`src/rtl/alu_pkg.sv`:
```
`timescale 1ns/1ps
package alu_pkg;

    typedef enum logic [3:0] {
        OP_AND = 4'b0000,
        OP_OR  = 4'b0001,
        OP_ADD = 4'b0010,
        OP_SUB = 4'b0110,
        OP_SLT = 4'b0111,
        OP_NOR = 4'b1100
    } alu_op_e;

    typedef enum logic [1:0] {
        PICK_AND  = 2'd0,
        PICK_OR   = 2'd1,
        PICK_SUM  = 2'd2,
        PICK_LESS = 2'd3
    } pick_e;

    typedef struct packed {
        logic  inv_a;
        logic  neg_b;
        pick_e pick;
        logic  legal;
    } slice_ctl_t;

endpackage

```
`src/rtl/alu_decode.sv`:
```
`timescale 1ns/1ps
module alu_decode
    import alu_pkg::*;
(
    input  logic [3:0] op_code,
    output slice_ctl_t ctl
);

    always_comb begin
        ctl = '{inv_a: 1'b0, neg_b: 1'b0, pick: PICK_AND, legal: 1'b1};
        unique case (op_code)
            OP_AND: ctl.pick = PICK_AND;
            OP_OR:  ctl.pick = PICK_OR;
            OP_ADD: ctl.pick = PICK_SUM;
            OP_SUB: begin
                ctl.neg_b = 1'b1;
                ctl.pick  = PICK_SUM;
            end
            OP_SLT: begin
                ctl.neg_b = 1'b1;
                ctl.pick  = PICK_LESS;
            end
            OP_NOR: begin
                ctl.inv_a = 1'b1;
                ctl.neg_b = 1'b1;
                ctl.pick  = PICK_AND;
            end
            default: ctl.legal = 1'b0;
        endcase
    end

endmodule

```
`src/rtl/alu_slice.sv`:
```
`timescale 1ns/1ps
module alu_slice
    import alu_pkg::*;
(
    input  logic  a_bit,
    input  logic  b_bit,
    input  logic  carry_in,
    input  logic  less_in,
    input  logic  inv_a,
    input  logic  neg_b,
    input  pick_e pick,
    output logic  sum_bit,
    output logic  carry_nx,
    output logic  res_bit
);

    logic a_eff, b_eff;

    always_comb begin
        a_eff    = a_bit ^ inv_a;
        b_eff    = b_bit ^ neg_b;
        sum_bit  = a_eff ^ b_eff ^ carry_in;
        carry_nx = (a_eff & b_eff) | (a_eff & carry_in) | (b_eff & carry_in);
        unique case (pick)
            PICK_AND:  res_bit = a_eff & b_eff;
            PICK_OR:   res_bit = a_eff | b_eff;
            PICK_SUM:  res_bit = sum_bit;
            PICK_LESS: res_bit = less_in;
            default:   res_bit = 1'b0;
        endcase
    end

endmodule

```
`src/rtl/bitslice_alu.sv`:
```
`timescale 1ns/1ps
module bitslice_alu
    import alu_pkg::*;
#(
    parameter int WIDTH = 32
) (
    input  logic [WIDTH-1:0] opnd_a,
    input  logic [WIDTH-1:0] opnd_b,
    input  logic [3:0]       op_code,
    output logic [WIDTH-1:0] result,
    output logic             zero,
    output logic             overflow,
    output logic             carry_out
);

    localparam int MSB = WIDTH - 1;

    slice_ctl_t       ctl;
    logic [WIDTH-1:0] raw_res;
    logic             set_bit;

    alu_decode u_dec (
        .op_code (op_code),
        .ctl     (ctl)
    );

    for (genvar i = 0; i < WIDTH; i++) begin : g_bit
        logic cin_w, cout_w, sum_w, res_w, less_w;
        if (i == 0) begin : g_lsb
            assign cin_w  = ctl.neg_b;
            assign less_w = set_bit;
        end else begin : g_rest
            assign cin_w  = g_bit[i-1].cout_w;
            assign less_w = 1'b0;
        end
        alu_slice u_slice (
            .a_bit    (opnd_a[i]),
            .b_bit    (opnd_b[i]),
            .carry_in (cin_w),
            .less_in  (less_w),
            .inv_a    (ctl.inv_a),
            .neg_b    (ctl.neg_b),
            .pick     (ctl.pick),
            .sum_bit  (sum_w),
            .carry_nx (cout_w),
            .res_bit  (res_w)
        );
        assign raw_res[i] = res_w;
    end

    assign carry_out = g_bit[MSB].cout_w;
    assign overflow  = g_bit[MSB].cin_w ^ g_bit[MSB].cout_w;
    assign set_bit   = g_bit[MSB].sum_w ^ overflow;
    assign result    = ctl.legal ? raw_res : '0;
    assign zero      = ~|result;

    always_comb begin

        undef_zero_chk: assert (ctl.legal || (result == '0 && zero));
        if (op_code == OP_SLT) begin

            slt_upper_chk: assert (result[MSB:1] == '0);
        end
        if (op_code == OP_NOR) begin

            nor_path_chk: assert (result == ~(opnd_a | opnd_b));
        end
        if (op_code == OP_SUB) begin

            sub_value_chk: assert (result == opnd_a - opnd_b);
        end
        if (op_code == OP_ADD && overflow) begin

            add_ovf_chk: assert (opnd_a[MSB] == opnd_b[MSB] && result[MSB] != opnd_a[MSB]);
        end
    end

endmodule

```
`config.mk`:
```
export PLATFORM = sky130hd
export DESIGN_NAME = bitslice_alu
export DESIGN_NICKNAME = d
export VERILOG_FILES = /design/src/rtl/alu_pkg.sv /design/src/rtl/alu_decode.sv /design/src/rtl/alu_slice.sv /design/src/rtl/bitslice_alu.sv
export SDC_FILE = /design/constraint.sdc
export NUM_CORES = 1
export LEC_CHECK = 0
export BUFFER_PORTS_ARGS = -buffer_cell sky130_fd_sc_hd__buf_2
export CORE_UTILIZATION = 51
export DETAILED_ROUTE_END_ITERATION = 12
export GPL_TIMING_DRIVEN = 0
export PLACE_DENSITY = 0.83
export SYNTH_ARGS = -nofsm -noshare
export SYNTH_HDL_FRONTEND = slang
export SYNTH_SLANG_ARGS = --single-unit
```
`constraint.sdc`:
```
create_clock -name vclk -period 19.3
set_clock_uncertainty 0.05 [all_clocks]
set_input_delay 2.895 -clock vclk [all_inputs]
set_output_delay 2.895 -clock vclk [all_outputs]
set_load 0.01 [all_outputs]
```
==> flow_metrics.env <==
export IMPL_vias_per_cell=5.71
export IMPL_ff_latch_area_sq_um=0
export IMPL_die_x_um=85.7
export IMPL_muxShareOfSynthArea=0.0207
export IMPL_synth_area_per_cell_sq_um=7.91
export IMPL_initial_core_util=0.526
export IMPL_layout_cells_most_common_list="sky130_fd_sc_hd__buf_2 (111), sky130_fd_sc_hd__inv_1 (68), sky130_fd_sc_hd__ha_1 (63), sky130_fd_sc_hd__xnor2_1 (33), sky130_fd_sc_hd__xor2_1 (30)"
export IMPL_detail_route_drc_violations=0
export IMPL_worst_hold_slack_ns=6.37
export IMPL_final_layout_size_suffix_gt1_frac=0.292
export IMPL_min_path_type="input port to primary output"
export IMPL_drt_first_iter_violations=307
export IMPL_cp_slowest_stage_delay_ns=0.50
export IMPL_synth_yosys_seq_area_share=0
export IMPL_n_fill_cell=590
export IMPL_critical_path_slowest_cell="sky130_fd_sc_hd__fa_1"
export IMPL_synth_top_cell_area_share=0.221
export IMPL_io_pin_count=103
export IMPL_p_leak_nw=2.28
export IMPL_synth_simple_gate_area_share=0.103
export IMPL_worst_slew_pin_slew_ns=0.663
export IMPL_setup_worst_path_end_class="primary output"
export IMPL_cp_required_ns=16.36
export IMPL_setup_crit_start_kind="input port"
export IMPL_synthesis_area_sq_um=3570
export IMPL_first_global_vias=3651
export IMPL_cellPowerDensity_nw_per_um2=34.0
export IMPL_synth_top_family_by_area="adder cells"
export IMPL_grt_start_max_net_pins=11
export IMPL_fin_ws_ns=0.0766
export IMPL_post_synth_cell_types=48
export IMPL_highest_net_fanout_along_the_worst_path=8
export IMPL_cpMostUsedCell="sky130_fd_sc_hd__fa_2"
export IMPL_rsz0062_at_grt="true"
export IMPL_final_max_slew_viol_count=0
export IMPL_die_height_um=85.7
export IMPL_layout_worst_path_cycle_share=0.996
export IMPL_post_synthesis_share_of_cell_area_spent_on_xor_and_xnor_gates=0.162
export IMPL_gpl_final_weighted_congestion=0.943
export IMPL_holdPathStages=6
export IMPL_mappedNetlistNets=614
export IMPL_cp_data_arrival_time_ns=16.28
export IMPL_coreArea_sq_um=6790
export IMPL_clockBufferCount=0
export IMPL_remaining_overflow_grt=0
export IMPL_max_slew_margin_rel=0.558
export IMPL_yosysWarningCount=0
export IMPL_finalNetCount=725
export IMPL_routedWlPerCell_um=17.2
export IMPL_vdd_drop_max_uv=21.3
export IMPL_gate_count_of_the_mapped_netlist=452
export IMPL_via_count=3750
export IMPL_grt_util_all_layers=0.308
export IMPL_synth_compound_area_share=0.212
export IMPL_synth_fa_ha_area_frac=0.394
export IMPL_post_route_min_period_ns=19.22
export IMPL_numPortBuffers=101
export IMPL_final_setup_viol_count=0
export IMPL_setup_tns_final_ns=0
export IMPL_achievable_frequency_mhz=52.0
export IMPL_cts_hold_buffers_added=0
export IMPL_run_status="finished clean"
export IMPL_timing_critical_path_buf_inv=4
export IMPL_timing_setup_critical_path_class="input port to primary output"
export IMPL_critPathTopFamily="adder cells"
export IMPL_finalHoldViolCount=0
export IMPL_hold_end="result[13]"
export IMPL_cell_row_count=30
export IMPL_min_delay_start="opnd_a[13]"
export IMPL_n_antenna_cell=0
export IMPL_timing_critical_path_depth=43
export IMPL_place_ws_ns=-1.14
export IMPL_cap_viol_max_count=0
export IMPL_mostFrequentLayoutCell="sky130_fd_sc_hd__buf_2"
export IMPL_sequential_cell_total=0
export IMPL_antenna_found_initial=0
export IMPL_half_perimeter_wire_length_after_detailed_placement_mm=9.11
export IMPL_dieArea_sq_um=7350
export IMPL_ys_top_cells_by_area="sky130_fd_sc_hd__ha_1 (22%), sky130_fd_sc_hd__fa_1 (17%), sky130_fd_sc_hd__xnor2_1 (8.3%), sky130_fd_sc_hd__xor2_1 (7.8%), sky130_fd_sc_hd__inv_1 (7.1%)"
export IMPL_final_antenna_net_count=0
export IMPL_postRouteWirelength_mm=11.3
export IMPL_synth_largest_area_cell="sky130_fd_sc_hd__ha_1"
export IMPL_flow_area_growth_from_synthesis_pct=23.4
export IMPL_drtPass1Iterations=5
export IMPL_grt_first_pass_wirelength_mm=17.8
where the power goes:
part | switching, W | internal [W]
registers | 0 | 0
clock network | 0 | 0
logic | 0.0000845 | 0.0000653
through the flow:
stage,total power (W),utilization,instances,cell area [sq um]
finish,0.000150,0.649,657,4410
global route,0.000166,0.649,657,4410
CTS,0.000148,0.649,657,4410
detailed placement,0.000141,0.629,649,4270
global placement,0.000136,0.629,649,4270
floorplan,0.0000981,-,452,3650
layer usage:
layer / part of all wire / track usage
met1: 0.39 / 0.396
met2: 0.49 / 0.549
met3: 0.092 / 0.0250
met4: 0.023 / 0.0894
met5: 0 / 0
what timing repair did:
action	4_1_cts	5_1_grt
buffers inserted	8	0
endpoints found under the setup margin	4	1
gates resized for setup	27	1
endpoints found under the hold margin	0	0
pin swaps	13	13
synthesized netlist by cell type (all sizes together), types with 14 or more instances:
cell	n
inv	68
ha	63
xnor2	34
xor2	32
fa	31
nor2	24
nand2	22
o22ai	22
a21oi	19
buf	16
a22oi	15
clkbuf	14
o21ai	14
how the worst max path moves through the flow:
stage                       to  slack (ns)        from
final                     zero        0.08  op_code[1]
after global routing      zero       -0.15  op_code[1]
after CTS                 zero       -0.05  op_code[1]
after detailed placement  zero       -1.14  op_code[3]
after global placement    zero       -1.00  op_code[3]
after floorplan           zero       0.007  op_code[3]
cells by family after synthesis:
| group | Yosys count |
|---|---|
| and+or+nand+nor | 75 |
| AOI/OAI and AO/OA | 112 |
| xor gates and xnor gates | 66 |
| muxes | 7 |
| buffers and inverters | 98 |
| adders and majority gates | 94 |
area by class of cell:
class | count | area (sq um) | share of cell area
multi-input combinational | 354 | 3310 | 0.749
tap | 96 | 120 | 0.0272
timing repair buffer | 109 | 566 | 0.128
buffer | 30 | 165 | 0.0374
inverter | 68 | 255 | 0.0579
Note: power is estimated with default switching activity, not from simulation.
